==> config.mk <==
export PLATFORM = sky130hd
export DESIGN_NAME = twire_led_master
export DESIGN_NICKNAME = d
export VERILOG_FILES = /design/src/rtl/twire_led_master.sv
export SDC_FILE = /design/constraint.sdc
export NUM_CORES = 1
export LEC_CHECK = 0
export BUFFER_PORTS_ARGS = -buffer_cell sky130_fd_sc_hd__buf_2
export CAP_MARGIN = 20
export CORE_MARGIN = 1
export CORE_UTILIZATION = 35
export CTS_CLUSTER_SIZE = 16
export DETAILED_ROUTE_END_ITERATION = 6
export PLACE_DENSITY_LB_ADDON = 0.1
export RECOVER_POWER = 50
export SLEW_MARGIN = 20
export SYNTH_ARGS = -nofsm -noshare
export SYNTH_HDL_FRONTEND = slang
export SYNTH_SLANG_ARGS = --single-unit
==> constraint.sdc <==
create_clock -name clk -period 6.8 [get_ports clk]
set_input_delay 1.7 -clock clk [delete_from_list [all_inputs] [get_ports clk]]
set_output_delay 1.7 -clock clk [all_outputs]
set_load 0.01 [all_outputs]
==> src/rtl/twire_led_master.sv <==
module twire_led_master #(
  parameter int DIVW = 16,
  parameter int MAX_BYTES = 4,
  localparam int CW = $clog2(MAX_BYTES + 1),
  localparam int PAYW = MAX_BYTES * 8
) (
  input  logic            clk,
  input  logic            rst_n,
  input  logic [DIVW-1:0] period_cyc,
  input  logic            start_wr,
  input  logic            start_key,
  input  logic [CW-1:0]   byte_num,
  input  logic [PAYW-1:0] payload,
  output logic            busy,
  output logic            done,
  output logic [7:0]      err_code,
  output logic [7:0]      key_data,
  output logic            bus_clk,
  output logic            bus_dat_oe,
  input  logic            bus_dat_in
);

  localparam logic [7:0] KEY_CMD = 8'h42;
  localparam logic [DIVW-1:0] MIN_PER = DIVW'(4);

  typedef enum logic [3:0] {
    S_IDLE, S_START, S_BA, S_BB, S_BC, S_K1, S_K2, S_K3,
    S_RA, S_RB, S_PA, S_PB, S_PC, S_PD
  } st_t;

  st_t             st;
  logic [DIVW-1:0] cnt, per_r;
  logic [PAYW-1:0] pay_r;
  logic [7:0]      cur, base, err_r, key_r;
  logic [2:0]      bitn, poll;
  logic [CW-1:0]   left;
  logic            rd_mode, rd_ph, stop_bad;
  logic            s1, s2;

  wire             tick     = (st != S_IDLE) && (cnt == per_r - 1'b1);
  wire             skip_chk = !rd_ph && (cur == KEY_CMD);
  wire             wr_ok    = start_wr && (byte_num != '0) && (byte_num <= CW'(MAX_BYTES));
  wire [PAYW-1:0]  pay_nx   = pay_r >> 8;
  wire             last_try = (poll == 3'd4);

  assign busy = (st != S_IDLE);

  always_ff @(posedge clk or negedge rst_n)
    if (!rst_n) begin
      s1 <= 1'b1;
      s2 <= 1'b1;
    end else begin
      s1 <= bus_dat_in;
      s2 <= s1;
    end

  always_ff @(posedge clk or negedge rst_n) begin
    if (!rst_n) begin
      st <= S_IDLE;
      cnt <= '0;
      per_r <= MIN_PER;
      pay_r <= '0;
      cur <= '0;
      base <= '0;
      err_r <= '0;
      key_r <= '0;
      bitn <= '0;
      poll <= '0;
      left <= '0;
      rd_mode <= 1'b0;
      rd_ph <= 1'b0;
      stop_bad <= 1'b0;
      bus_clk <= 1'b1;
      bus_dat_oe <= 1'b0;
      done <= 1'b0;
      err_code <= '0;
      key_data <= '0;
    end else begin
      done <= 1'b0;
      if (st != S_IDLE) cnt <= tick ? '0 : cnt + 1'b1;
      case (st)
        S_IDLE: if (start_key || wr_ok) begin
          st <= S_START;
          cnt <= '0;
          per_r <= (period_cyc < MIN_PER) ? MIN_PER : period_cyc;
          pay_r <= payload;
          rd_mode <= start_key;
          cur <= start_key ? KEY_CMD : payload[7:0];
          base <= start_key ? 8'd230 : 8'd10;
          left <= start_key ? CW'(1) : byte_num;
          rd_ph <= 1'b0;
          err_r <= '0;
          stop_bad <= 1'b0;
          key_r <= '0;
          bitn <= '0;
          poll <= '0;
          bus_dat_oe <= 1'b1;
        end
        S_START: if (tick) begin
          bus_clk <= 1'b0;
          st <= S_BA;
        end
        S_BA: if (tick) begin
          bus_dat_oe <= ~cur[bitn];
          st <= S_BB;
        end
        S_BB: if (tick) begin
          bus_clk <= 1'b1;
          st <= S_BC;
        end
        S_BC: if (tick) begin
          bus_clk <= 1'b0;
          if (bitn == 3'd7) begin
            bus_dat_oe <= 1'b0;
            poll <= '0;
            st <= S_K1;
          end else begin
            bitn <= bitn + 1'b1;
            st <= S_BA;
          end
        end
        S_K1: if (tick) begin
          if (!s2) begin
            bus_clk <= 1'b1;
            poll <= '0;
            st <= S_K2;
          end else if (last_try) begin
            err_r <= base + 8'd1;
            bus_dat_oe <= 1'b1;
            st <= S_PA;
          end else poll <= poll + 1'b1;
        end
        S_K2: if (tick) begin
          if (!s2) begin
            bus_clk <= 1'b0;
            poll <= '0;
            st <= S_K3;
          end else if (last_try) begin
            err_r <= base + 8'd2;
            bus_dat_oe <= 1'b1;
            st <= S_PA;
          end else poll <= poll + 1'b1;
        end
        S_K3: if (tick) begin
          if (skip_chk || s2) begin
            poll <= '0;
            bitn <= '0;
            if (rd_mode && !rd_ph) begin
              rd_ph <= 1'b1;
              base <= 8'd240;
              st <= S_RA;
            end else if (!rd_mode && left > CW'(1)) begin
              left <= left - 1'b1;
              pay_r <= pay_nx;
              cur <= pay_nx[7:0];
              base <= base + 8'd10;
              st <= S_BA;
            end else begin
              bus_dat_oe <= 1'b1;
              st <= S_PA;
            end
          end else if (last_try) begin
            err_r <= base + 8'd3;
            bus_dat_oe <= 1'b1;
            st <= S_PA;
          end else poll <= poll + 1'b1;
        end
        S_RA: if (tick) begin
          bus_clk <= 1'b1;
          st <= S_RB;
        end
        S_RB: if (tick) begin
          key_r <= {key_r[6:0], s2};
          bus_clk <= 1'b0;
          if (bitn == 3'd7) begin
            poll <= '0;
            st <= S_K1;
          end else begin
            bitn <= bitn + 1'b1;
            st <= S_RA;
          end
        end
        S_PA: if (tick) begin
          bus_clk <= 1'b1;
          st <= S_PB;
        end
        S_PB: if (tick) begin
          bus_dat_oe <= 1'b0;
          poll <= '0;
          st <= S_PC;
        end
        S_PC: if (tick) begin
          if (s2) st <= S_PD;
          else if (last_try) begin
            stop_bad <= 1'b1;
            st <= S_PD;
          end else poll <= poll + 1'b1;
        end
        S_PD: if (tick) begin
          st <= S_IDLE;
          done <= 1'b1;
          err_code <= (err_r != 8'd0) ? err_r : (stop_bad ? 8'd255 : 8'd0);
          if (rd_mode) key_data <= key_r;
        end
        default: st <= S_IDLE;
      endcase
    end
  end


  idle_bus_chk: assert property (@(posedge clk) disable iff (!rst_n)
    !busy |-> (bus_clk && !bus_dat_oe));


  accept_chk: assert property (@(posedge clk) disable iff (!rst_n)
    (!busy && start_key) |=> busy);


  done_pulse_chk: assert property (@(posedge clk) disable iff (!rst_n)
    done |=> !done);


  done_at_end_chk: assert property (@(posedge clk) disable iff (!rst_n)
    $fell(busy) |-> done);


  err_hold_chk: assert property (@(posedge clk) disable iff (!rst_n)
    (busy && $past(busy)) |-> $stable(err_code));


  data_low_clk_chk: assert property (@(posedge clk) disable iff (!rst_n)
    (st == S_BB && !$stable(bus_dat_oe)) |-> !bus_clk);

endmodule

==> results of run 1 <==
-- cell usage after synthesis, drive strengths merged, types with 7 or more instances --
master / instances
a21oi: 36
a22o: 15
a22oi: 12
a2bb2oi: 16
a31oi: 9
and2: 7
buf: 16
clkbuf: 27
dfrtp: 120
ha: 9
inv: 37
mux2: 20
mux2i: 11
nand2: 105
nand3: 26
nand4: 9
nor2: 72
nor3: 20
nor4: 10
o21ai: 49
o22ai: 27
o31ai: 7
xnor2: 18
xor2: 16
-- routing by layer --
metal,vias up,part of all wire [%]
met3,23,4.7
li1,2930,-
met5,-,0
met1,2970,48
met2,177,46
met4,0,1.6
-- cells by family (layout without fill, tap and decap cells) --
logic type | Yosys count | in the layout
adders and majority gates | 9 | 9
AOI/OAI and AO/OA | 211 | 211
muxes | 33 | 33
and+or+nand+nor | 289 | 289
buffers and inverters | 80 | 152
DFF | 124 | 124
xor gates and xnor gates | 34 | 34
-- state kept, by name, indices dropped and copies added (netlist names), 4 cells and up --
name      flops
pay_r        24
cnt          16
per_r        16
cur           8
err_code      8
err_r         8
key_data      8
key_r         8
base          7
st            4
-- power by group through the flow --
stage	clock [W]	sequential (W)	combinational (W)
2_1_floorplan	0	0.00111	0.000954
3_3_place_gp	0	0.00123	0.00112
3_5_place_dp	0	0.00123	0.00114
4_1_cts	0.000909	0.00122	0.00115
5_1_grt	0.000940	0.00126	0.00129
6_report	0.000884	0.00122	0.00115
-- metrics by stage --
stage                     instances  utilization (%)
final                          1117            41.92
after global routing           1117            41.92
after CTS                      1117            41.95
after detailed placement       1085            39.02
after global placement         1085            39.02
after floorplan                 780                -
-- layout make-up --
type / instances / area (um^2) / area share, %
repair buffers: 83 / 427.9 / 5.210
clock inverters: 15 / 148.9 / 1.813
multi-input cells: 576 / 3632 / 44.23
inverters: 37 / 138.9 / 1.691
flip-flops and latches: 124 / 3108 / 37.84
clock buffers: 17 / 425.4 / 5.180
well taps: 265 / 331.6 / 4.037
-- final timing paths --
path	slack, ns	depth (start not counted)	from	endpoint
worst max-delay path	2.60	2	rst_n	pay_r[9]$_DFFE_PN0P_
worst min-delay path	0.36	0	s1$_DFF_PN1_	s2$_DFF_PN1_
worst max register to register	2.74	9	st[2]$_DFFE_PN0P_	cur[3]$_DFFE_PN0P_
worst min register to register	0.36	0	s1$_DFF_PN1_	s2$_DFF_PN1_
max in group clk	2.74	9	st[2]$_DFFE_PN0P_	cur[3]$_DFFE_PN0P_
min in group asynchronous	1.30	1	rst_n	per_r[9]$_DFFE_PN0P_
==> metrics.json, run 1 <==
{
  "die": {
    "std_cell_rows": 51,
    "floorplan.die.width_um": 144.0,
    "placeableCoreArea_um2": 19590,
    "initial_core_util_pct": 36.02,
    "die_area_um2": 20730,
    "boundaryPins": 76,
    "floorplan.die.height_um": 144.0
  },
  "synthesis": {
    "synth_area_leaders": "dfrtp_1 (43%), nand2_1 (5.6%), nor2_1 (3.8%), o21ai_0 (3.4%), a21oi_1 (2.5%)",
    "synth-compound-area-share_pct": 20.20,
    "ys.flop_type": "dfrtp_1",
    "netlist_area_um2": 7057,
    "synth_fp_nets": 845,
    "synth.area.mux_share_pct": 5.550,
    "synth_fa_ha_area_share_pct": 1.596,
    "yosysWarnings": 0,
    "asyncSetResetFlopFracSynth_pct": 100.0,
    "synth.ff_latch_count": 124,
    "synth-seq-area-share_pct": 44.04,
    "post_synth_xor_area_fraction_pct": 4.220,
    "netlist.area_leader.share_pct": 42.55,
    "post-synth-top-area-cell": "dfrtp_1",
    "post_synth_cell_types": 77,
    "combinational_family_with_the_most_area_after_synthesis": "compound AO/OA/AOI/OAI gates",
    "postSynthAreaPerCell_um2": 9.047,
    "synth_cells": 780,
    "number_of_enable_flip_flop_cells_after_synthesis": 0,
    "synth-simple-area-share_pct": 19.75
  },
  "clocking": {
    "cts_resized": 0,
    "tritoncts": "built",
    "numCtsBuffers": 17,
    "max-clock-path-buffers": 2,
    "cts_root_buffer": "clkbuf_16",
    "worst_skew_pair_later_pin_latency_ns": 0.44,
    "post_cts_hold_buffer_count": 0,
    "numClockSinks": 124,
    "clock_slew_seen_by_the_registers_of_the_worst_setup_and_hold_paths_ns": 0.06,
    "cts_setup_buffers": 0,
    "ctsHtreeMaxLevel": 4
  },
  "grt": {
    "grt_antenna_before_repair": 0,
    "grt_pass1_wl_um": 30610,
    "groute.layer.met1.usage_pct": 25.56,
    "grtUsageMet3_pct": 4.040,
    "grt_max_degree": 78,
    "met2_usage_pct": 30.03,
    "grt_pass1_vias": 6092,
    "grt.busiest_layer": "met2",
    "gr-total-overflow": 0,
    "grtUsageTotal_pct": 19.04
  },
  "sta": {
    "min_period_ns": 4.198,
    "postLayoutSetupSlackWorst_ns": 2.602,
    "clock-skew-final_ns": 0.01688,
    "finalSetupViolCount": 0,
    "totalNegativeSetupSlack_ns": 0,
    "max_clock_freq_mhz": 238.2,
    "number_of_max_slew_violations_in_the_final_report": 49,
    "tightest_slew_ns": 2.626,
    "relSlewSlack_pct": -75.09,
    "setup_repair_after_global_routing_missed_its_margin": "no",
    "final.period_utilization_pct": 61.74,
    "hold_viol_final": 0,
    "holdWs_ns": 0.3583
  },
  "placed_design": {
    "postPlaceCellArea_um2": 7644,
    "setup_slack_placement_ns": 2.438,
    "gp_routability_congestion": 0.8534,
    "port-buffer-count": 75,
    "dp_hpwl_um": 12940
  },
  "worst_setup_path": {
    "timing.critical_path.required_ns": 6.78,
    "worst-setup-path-type": "input port to asynchronous set/reset pin",
    "critPathCaptureType": "asynchronous set/reset pin",
    "crit_path_cell_trace": "buf_6, clkbuf_1",
    "critPathBufInv": 2,
    "timing.critical_path.slowest_cell_delay_ns": 1.92,
    "kind_of_cell_with_the_highest_combined_delay_on_the_critical_path": "buffers and inverters",
    "start_kind": "input port",
    "worstPathMaxFanout": 77,
    "wp_data_arrival_ns": 4.18,
    "cpMaxStageDelayCell": "clkbuf_1"
  },
  "power_and_ir_drop": {
    "clock_share_of_power_pct": 27.1,
    "seq_power_share_pct": 37.6,
    "cellLeakagePower_nw": 3.617,
    "power.internal_w": 0.001951,
    "power.switching_fraction_pct": 40.06,
    "vdd.ir_drop.worst_mv": 0.1863,
    "combinationalPowerShare_pct": 35.2,
    "net_switching_power_w": 0.001304,
    "pwr_density_cell_nw_per_um2": 396.3,
    "design_power_total_w": 0.003255
  },
  "final_layout": {
    "final_common_cell": "dfrtp_1",
    "number_of_nets_at_the_end_of_the_flow": 904,
    "drive_gt1_share_pct": 17.49,
    "n_fill_cell": 2007,
    "areaGrowthSynthToFinish_pct": 16.38,
    "layout.cell_area.non_filler_um2": 8213,
    "diodes": 0,
    "layout.cells.most_common_list": "dfrtp_1 (120), nand2_1 (105), nor2_1 (71), buf_2 (66), o21ai_0 (48)"
  },
  "run_status": {
    "status": "finished, violations left",
    "violated_checks": "max-capacitance violations, max-slew violations"
  },
  "detailed_routing": {
    "starting_drc_count_in_detailed_routing": 453,
    "avgRoutedWirePerCell_um": 16.57,
    "drt_pass1_iterations": 5,
    "antenna_left": 0,
    "dr_vias": 6100,
    "routed_wirelength_um": 18510,
    "drcViolationCount": 0,
    "detail_route.vias_per_cell": 5.461
  },
  "min_path": {
    "min-delay-path-class": "register to register"
  },
  "flow_run": {
    "max_cap_violations": 1
  }
}
Note: power is estimated with default switching activity, not from simulation.
==> inputs of run 2 (changes only) <==
clock period = 3.8 ns   (was 6.8 ns; I/O delays follow)
==> metrics.json, run 2 (synthesized netlist as in run 1, its figures left out) <==
{
  "sta": {
    "hold_viol_final": {"value": 0, "change": "unchanged"},
    "relSlewSlack": {"value": -73.85, "unit": "%", "change": "was -75.09%"},
    "max_clock_freq_mhz": 296.0,
    "number_of_max_slew_violations_in_the_final_report": {"value": 43, "change": "was 49"},
    "tightest_slew": {"value": 2.608, "unit": "ns", "change": "was 2.626 ns"},
    "setup_repair_after_global_routing_missed_its_margin": {"value": "no", "change": "unchanged"},
    "totalNegativeSetupSlack": {"value": 0, "unit": "ns", "change": "unchanged"},
    "clock-skew-final": {"value": 0.009167, "unit": "ns", "change": "was 0.01688 ns"},
    "min_period_ns": 3.378,
    "final.period_utilization_pct": 88.90,
    "finalSetupViolCount": {"value": 0, "change": "unchanged"},
    "postLayoutSetupSlackWorst": {"value": 0.4218, "unit": "ns", "change": "was 2.602 ns"}
  },
  "grt": {
    "grt_pass1_vias": {"value": 6218, "change": "was 6092"},
    "gr-total-overflow": {"value": 0, "change": "unchanged"},
    "grtUsageTotal": {"value": 19.81, "unit": "%", "change": "was 19.04%"},
    "grt_antenna_before_repair": {"value": 0, "change": "unchanged"},
    "grt_pass1_wl": {"value": 31700, "unit": "um", "change": "was 30610 um"},
    "grt_max_degree": {"value": 59, "change": "was 78"}
  },
  "final_layout": {
    "number_of_nets_at_the_end_of_the_flow": {"value": 923, "change": "was 904"},
    "layout.cells.most_common_list": {"value": "dfrtp_1 (120), nand2_1 (104), nor2_1 (71), buf_2 (66), o21ai_0 (48)", "change": "was dfrtp_1 (120), nand2_1 (105), nor2_1 (71), buf_2 (66), o21ai_0 (48)"},
    "diodes": {"value": 0, "change": "unchanged"},
    "areaGrowthSynthToFinish": {"value": 18.42, "unit": "%", "change": "was 16.38%"},
    "final_common_cell": {"value": "dfrtp_1", "change": "unchanged"},
    "largest_register": {"value": "pay_r", "change": "unchanged"},
    "drive_gt1_share": {"value": 19.20, "unit": "%", "change": "was 17.49%"},
    "biggestRegsByFlops": {"value": "pay_r: 24 flops, cnt: 16 flops, per_r: 16 flops", "change": "unchanged"},
    "largest_reg_flops": {"value": 24, "change": "unchanged"}
  },
  "clocking": {
    "worst_skew_pair_later_pin_latency": {"value": 0.42, "unit": "ns", "change": "was 0.44 ns"},
    "cts_root_buffer": {"value": "clkbuf_16", "change": "unchanged"},
    "max-clock-path-buffers": {"value": 2, "change": "unchanged"},
    "numCtsBuffers": {"value": 17, "change": "unchanged"},
    "numClockSinks": {"value": 124, "change": "unchanged"},
    "ctsHtreeMaxLevel": {"value": 4, "change": "unchanged"},
    "clock_slew_seen_by_the_registers_of_the_worst_setup_and_hold_paths": {"value": 0.06, "unit": "ns", "change": "about the same"},
    "tritoncts": {"value": "built", "change": "unchanged"},
    "post_cts_hold_buffer_count": {"value": 0, "change": "unchanged"}
  },
  "power_and_ir_drop": {
    "clock_share_of_power": {"value": 26.3, "unit": "%", "change": "was 27.1%"},
    "power.internal": {"value": 0.003589, "unit": "W", "change": "was 0.001951 W"},
    "seq_power_share": {"value": 36.5, "unit": "%", "change": "was 37.6%"},
    "design_power_total": {"value": 0.005893, "unit": "W", "change": "was 0.003255 W"},
    "net_switching_power": {"value": 0.002304, "unit": "W", "change": "was 0.001304 W"},
    "power.switching_fraction": {"value": 39.09, "unit": "%", "change": "was 40.06%"},
    "vdd.ir_drop.worst": {"value": 0.3282, "unit": "mV", "change": "was 0.1863 mV"},
    "combinationalPowerShare": {"value": 37.2, "unit": "%", "change": "was 35.2%"},
    "cellLeakagePower": {"value": 3.698, "unit": "nW", "change": "was 3.617 nW"},
    "pwr_density_cell": {"value": 705.2, "unit": "nW/um^2", "change": "was 396.3 nW/um^2"}
  },
  "die": {
    "boundaryPins": {"value": 76, "change": "unchanged"},
    "floorplan.die.height": {"value": 144.0, "unit": "um", "change": "unchanged"},
    "initial_core_util": {"value": 36.02, "unit": "%", "change": "unchanged"},
    "placeableCoreArea": {"value": 19590, "unit": "um^2", "change": "unchanged"},
    "die_area": {"value": 20730, "unit": "um^2", "change": "unchanged"},
    "floorplan.die.width": {"value": 144.0, "unit": "um", "change": "unchanged"},
    "std_cell_rows": {"value": 51, "change": "unchanged"}
  },
  "worst_setup_path": {
    "worstSetupStartpoint": {"value": "per_r[0]$_DFFE_PN0P_", "change": "was rst_n"},
    "critPathBufInv": {"value": 1, "change": "was 2"},
    "timing.critical_path.required": {"value": 4.10, "unit": "ns", "change": "was 6.78 ns"},
    "wp_data_arrival": {"value": 3.68, "unit": "ns", "change": "was 4.18 ns"},
    "timing.critical_path.slowest_cell_delay": {"value": 0.60, "unit": "ns", "change": "was 1.92 ns"},
    "worst_r2r_startpoint": {"value": "per_r[0]$_DFFE_PN0P_", "change": "was st[2]$_DFFE_PN0P_"},
    "worst-setup-path-type": {"value": "register to register", "change": "was input port to asynchronous set/reset pin"},
    "worstPathMaxFanout": {"value": 19, "change": "was 77"},
    "cpMaxStageDelayCell": {"value": "nor4_4", "change": "was clkbuf_1"},
    "kind_of_cell_with_the_highest_combined_delay_on_the_critical_path": {"value": "simple AND/OR/NAND/NOR gates", "change": "was buffers and inverters"},
    "crit_path_cell_trace": {"value": "nor4_4, nand4_2, or3b_1, a211oi_2, or3_4, and3_1, buf_4, nand3_2, mux2_2", "change": "was buf_6, clkbuf_1"},
    "critPathCaptureType": {"value": "register", "change": "was asynchronous set/reset pin"},
    "start_kind": {"value": "register", "change": "was input port"}
  },
  "detailed_routing": {
    "antenna_left": {"value": 0, "change": "unchanged"},
    "avgRoutedWirePerCell": {"value": 16.87, "unit": "um", "change": "was 16.57 um"},
    "starting_drc_count_in_detailed_routing": {"value": 402, "change": "was 453"},
    "drt_pass1_iterations": {"value": 5, "change": "unchanged"},
    "drcViolationCount": {"value": 0, "change": "unchanged"},
    "detail_route.vias_per_cell": {"value": 5.458, "change": "was 5.461"},
    "dr_vias": {"value": 6195, "change": "was 6100"},
    "routed_wirelength": {"value": 19150, "unit": "um", "change": "was 18510 um"}
  },
  "placed_design": {
    "gp_routability_congestion": {"value": 0.8514, "change": "was 0.8534"},
    "port-buffer-count": {"value": 75, "change": "unchanged"},
    "dp_hpwl": {"value": 13640, "unit": "um", "change": "was 12940 um"},
    "setup_slack_placement": {"value": 0.1800, "unit": "ns", "change": "was 2.438 ns"}
  },
  "min_path": {
    "min-delay-path-class": {"value": "register to register", "change": "unchanged"},
    "hold_path_startpoint": {"value": "s1$_DFF_PN1_", "change": "unchanged"}
  },
  "run_status": {
    "status": {"value": "finished, violations left", "change": "unchanged"},
    "violated_checks": {"value": "max-capacitance violations, max-slew violations", "change": "unchanged"}
  },
  "flow_run": {
    "max_cap_violations": {"value": 1, "change": "unchanged"}
  }
}
==> run 2: cell types whose count changed in the layout (fill, tap and decap cells not counted), moves of 2 or more <==
cell,before,now
buf_4,7,25
inv_6,5,2
clkinv_2,0,3
inv_8,5,0
clkinvlp_4,2,4
==> run 2: final timing paths <==
| path | endpoint | slack, ns | cells past startpoint |
|---|---|---|---|
| worst max-delay path | key_data[4]$_DFFE_PN0P_ | 0.42 | 9 |
| worst min-delay path | s2$_DFF_PN1_ | 0.36 | 0 |
| worst max register to register | key_data[4]$_DFFE_PN0P_ | 0.42 | 9 |
| worst min register to register | s2$_DFF_PN1_ | 0.36 | 0 |
| max in group asynchronous | err_code[6]$_DFFE_PN0P_ | 0.71 | 2 |
| min in group asynchronous | per_r[10]$_DFFE_PN0P_ | 1.34 | 1 |
==> run 2: final cells by class <==
cell class	instances	area [um^2]
fillers	1981	11230
multi-input cells	576	3643
flip-flops and latches	124	3108
repair buffers	102	576.8
clock buffers	18	439.2
well taps	265	331.6
inverters	37	138.9
clock inverters	13	118.9
==> run 2: power by group through the flow <==
stage	clock network, W	registers, W	logic (W)
floorplan	0	0.00199	0.00171
global placement	0	0.00214	0.00212
detailed placement	0	0.00216	0.00217
CTS	0.00158	0.00214	0.00219
global route	0.00164	0.00221	0.00246
finish	0.00155	0.00215	0.00219
==> run 2: timing repair <==
item | 4_1_cts | 5_1_grt
buffers inserted | 0 | 3
setup endpoints to repair | 0 | 36
gates resized for setup | 0 | 3
==> run 2: layer usage <==
metal / vias to the layer above / GRT usage, % / share of wire (%)
met5: - / 0 / 0
met4: 0 / 7.055 / 2.1
met3: 26 / 3.974 / 4.3
met2: 174 / 31.73 / 46
met1: 3024 / 26.46 / 47
li1: 2971 / - / -
==> run 2: through the flow <==
stage,area (um^2),utilization (%),hold WS [ns],std cells
floorplan,7057,-,0.3452,780
global route,8357,42.66,0.3664,1135
CTS,8334,42.54,0.3578,1132
global placement,7776,39.69,0.3460,1101
finish,8357,42.66,0.3589,1135
detailed placement,7776,39.69,0.3501,1101
==> inputs of run 3 (changes only) <==
CORE_MARGIN = 4   (was 1)
PLACE_DENSITY_LB_ADDON = 0.08   (was 0.1)
==> metrics.json, run 3 (synthesized netlist as in run 1, its figures left out) <==
{
  "run_status": {
    "status": {"value": "finished, violations left", "change": "unchanged"},
    "violated_checks": {"value": "max-capacitance violations, max-slew violations", "change": "unchanged"}
  },
  "clocking": {
    "tritoncts": {"value": "built", "change": "unchanged"},
    "max-clock-path-buffers": {"value": 2, "change": "unchanged"},
    "numCtsBuffers": {"value": 17, "change": "unchanged"},
    "worst_skew_pair_later_pin_latency": {"value": 0.42, "unit": "ns", "change": "about the same"},
    "cts_resized": {"value": 0, "change": "unchanged"},
    "clock_slew_seen_by_the_registers_of_the_worst_setup_and_hold_paths": {"value": 0.06, "unit": "ns", "change": "about the same"},
    "post_cts_hold_buffer_count": {"value": 0, "change": "unchanged"},
    "numClockSinks": {"value": 124, "change": "unchanged"},
    "cts_setup_buffers": {"value": 0, "change": "unchanged"},
    "ctsHtreeMaxLevel": {"value": 4, "change": "unchanged"},
    "cts_root_buffer": {"value": "clkbuf_16", "change": "unchanged"}
  },
  "detailed_routing": {
    "dr_vias": {"value": 6146, "change": "was 6195"},
    "antenna_left": {"value": 0, "change": "unchanged"},
    "detail_route.vias_per_cell": {"value": 5.429, "change": "was 5.458"},
    "routed_wirelength": {"value": 19380, "unit": "um", "change": "was 19150 um"},
    "starting_drc_count_in_detailed_routing": {"value": 396, "change": "was 402"},
    "avgRoutedWirePerCell": {"value": 17.12, "unit": "um", "change": "was 16.87 um"},
    "drt_pass1_iterations": {"value": 5, "change": "unchanged"},
    "drcViolationCount": {"value": 0, "change": "unchanged"}
  },
  "worst_setup_path": {
    "wp_data_arrival": {"value": 3.72, "unit": "ns", "change": "was 3.68 ns"},
    "reg2reg_slack": {"value": 0.38, "unit": "ns", "change": "was 0.42 ns"},
    "critPathCaptureType": {"value": "register", "change": "unchanged"},
    "start_kind": {"value": "register", "change": "unchanged"},
    "worstPathMaxFanout": {"value": 23, "change": "was 19"},
    "worst-setup-path-type": {"value": "register to register", "change": "unchanged"},
    "timing.critical_path.required": {"value": 4.11, "unit": "ns", "change": "was 4.10 ns"}
  },
  "power_and_ir_drop": {
    "pwr_density_cell": {"value": 709.7, "unit": "nW/um^2", "change": "was 705.2 nW/um^2"},
    "combinationalPowerShare": {"value": 36.7, "unit": "%", "change": "was 37.2%"},
    "seq_power_share": {"value": 36.6, "unit": "%", "change": "was 36.5%"},
    "power.internal": {"value": 0.003586, "unit": "W", "change": "was 0.003589 W"},
    "cellLeakagePower": {"value": 3.686, "unit": "nW", "change": "was 3.698 nW"},
    "design_power_total": {"value": 0.005904, "unit": "W", "change": "was 0.005893 W"},
    "net_switching_power": {"value": 0.002318, "unit": "W", "change": "was 0.002304 W"},
    "power.switching_fraction": {"value": 39.26, "unit": "%", "change": "was 39.09%"},
    "clock_share_of_power": {"value": 26.7, "unit": "%", "change": "was 26.3%"},
    "vdd.ir_drop.worst": {"value": 0.2994, "unit": "mV", "change": "was 0.3282 mV"}
  },
  "die": {
    "initial_core_util": {"value": 35.91, "unit": "%", "change": "was 36.02%"},
    "boundaryPins": {"value": 76, "change": "unchanged"},
    "floorplan.die.width": {"value": 150.0, "unit": "um", "change": "was 144.0 um"},
    "die_area": {"value": 22500, "unit": "um^2", "change": "was 20730 um^2"},
    "floorplan.die.height": {"value": 150.0, "unit": "um", "change": "was 144.0 um"},
    "std_cell_rows": {"value": 51, "change": "unchanged"},
    "placeableCoreArea": {"value": 19650, "unit": "um^2", "change": "was 19590 um^2"}
  },
  "final_layout": {
    "largest_reg_flops": {"value": 24, "change": "unchanged"},
    "diodes": {"value": 0, "change": "unchanged"},
    "regArea": {"value": 3108, "unit": "um^2", "change": "unchanged"},
    "multi_input_combinational_cell_area": {"value": 3627, "unit": "um^2", "change": "was 3643 um^2"},
    "final_common_cell": {"value": "dfrtp_1", "change": "unchanged"},
    "layout.cells.most_common_list": {"value": "dfrtp_1 (120), nand2_1 (105), nor2_1 (71), buf_2 (66), o21ai_0 (48)", "change": "was dfrtp_1 (120), nand2_1 (104), nor2_1 (71), buf_2 (66), o21ai_0 (48)"},
    "number_of_nets_at_the_end_of_the_flow": {"value": 919, "change": "was 923"},
    "biggestRegsByFlops": {"value": "pay_r: 24 flops, cnt: 16 flops, per_r: 16 flops", "change": "unchanged"},
    "n_fill_cell": {"value": 1999, "change": "was 1981"},
    "areaGrowthSynthToFinish": {"value": 17.89, "unit": "%", "change": "was 18.42%"},
    "drive_gt1_share": {"value": 18.57, "unit": "%", "change": "was 19.20%"},
    "finalCoreUtilization": {"value": 42.33, "unit": "%", "change": "was 42.66%"},
    "finish.cell_count_without_fillers": {"value": 1132, "change": "was 1135"},
    "largest_register": {"value": "pay_r", "change": "unchanged"}
  },
  "grt": {
    "grt_max_degree": {"value": 86, "change": "was 59"},
    "gr-total-overflow": {"value": 0, "change": "unchanged"},
    "grt_pass1_vias": {"value": 6200, "change": "was 6218"},
    "grt_antenna_before_repair": {"value": 0, "change": "unchanged"},
    "grtUsageTotal": {"value": 17.79, "unit": "%", "change": "was 19.81%"},
    "grt_pass1_wl": {"value": 32030, "unit": "um", "change": "was 31700 um"}
  },
  "sta": {
    "relSlewSlack": {"value": -53.25, "unit": "%", "change": "was -73.85%"},
    "tightest_slew": {"value": 2.299, "unit": "ns", "change": "was 2.608 ns"},
    "clock-skew-final": {"value": 0.01086, "unit": "ns", "change": "was 0.009167 ns"},
    "max_clock_freq": {"value": 292.6, "unit": "MHz", "change": "was 296.0 MHz"},
    "holdWs": {"value": 0.3553, "unit": "ns", "change": "was 0.3589 ns"},
    "finalSetupViolCount": {"value": 0, "change": "unchanged"},
    "final.period_utilization": {"value": 89.93, "unit": "%", "change": "was 88.90%"},
    "totalNegativeSetupSlack": {"value": 0, "unit": "ns", "change": "unchanged"},
    "number_of_max_slew_violations_in_the_final_report": {"value": 40, "change": "was 43"},
    "setup_repair_after_global_routing_missed_its_margin": {"value": "no", "change": "unchanged"},
    "hold_viol_final": {"value": 0, "change": "unchanged"},
    "min_period": {"value": 3.417, "unit": "ns", "change": "was 3.378 ns"}
  },
  "min_path": {
    "min-delay-path-class": {"value": "register to register", "change": "unchanged"}
  },
  "placed_design": {
    "port-buffer-count": {"value": 75, "change": "unchanged"},
    "dp_hpwl": {"value": 13600, "unit": "um", "change": "was 13640 um"},
    "post-place-cells": {"value": 1100, "change": "was 1101"},
    "gp_routability_congestion": {"value": 0.8719, "change": "was 0.8514"}
  },
  "flow_run": {
    "max_cap_violations": {"value": 1, "change": "unchanged"}
  }
}
run 3: cell types whose count changed in the layout (fill, tap and decap cells not counted), moves of 2 or more:
cell	before	now
clkbuf_1	9	11
inv_6	2	5
clkinvlp_4	4	2
clkinv_2	3	1
buf_4	25	22
run 3: final timing paths:
path | start | endpoint | cells after the start
hold / removal | s1$_DFF_PN1_ | s2$_DFF_PN1_ | 0
min in group asynchronous | rst_n | cnt[8]$_DFF_PN0_ | 1
setup / recovery | per_r[0]$_DFFE_PN0P_ | err_r[4]$_DFFE_PN0P_ | 12
hold reg to reg | s1$_DFF_PN1_ | s2$_DFF_PN1_ | 0
max in group asynchronous | rst_n | bitn[0]$_DFFE_PN0P_ | 2
setup reg to reg | per_r[0]$_DFFE_PN0P_ | err_r[4]$_DFFE_PN0P_ | 12
run 3: metrics by stage:
step                cell area (um^2)  setup slack [ns]
floorplan                       7057            0.6579
global placement                7769            0.5125
detailed placement              7769            0.4182
CTS                             8333            0.4141
global route                    8319            0.1111
finish                          8319            0.3825
run 3: routing by layer:
metal  up-vias  GRT usage [%]  wire [um]
met1      2995          23.50       8911
met3        28          3.846        932
met5         -              0          0
met4         0          6.587        383
li1       2957              -          -
met2       166          28.72       9149
run 3: critical path: stages, from the launching register on:
cell	delay, ns
dfrtp_1	0.44
inv_1	0.10
ha_1	0.17
nor3b_2	0.45
buf_4	0.22
o21ai_0	0.07
a21o_1	0.18
a311oi_1	0.28
nor4_1	0.13
and3_1	0.22
buf_4	0.23
o31ai_4	0.42
mux2_2	0.39
run 3: cell type report:
class,instances,area share (%)
clock inverters,13,1.579
flip-flops and latches,124,37.36
repair buffers,98,6.602
well taps,265,3.986
clock buffers,19,5.204
inverters,37,1.669
multi-input cells,576,43.60
run 3: power by group through the flow:
| stage | combinational, W | sequential (W) | clock, W |
|---|---|---|---|
| final | 0.00217 | 0.00216 | 0.00158 |
| after global routing | 0.00244 | 0.00222 | 0.00167 |
| after global placement | 0.00212 | 0.00216 | 0 |
| after detailed placement | 0.00216 | 0.00217 | 0 |
| after floorplan | 0.00171 | 0.00199 | 0 |
| after CTS | 0.00218 | 0.00215 | 0.00162 |
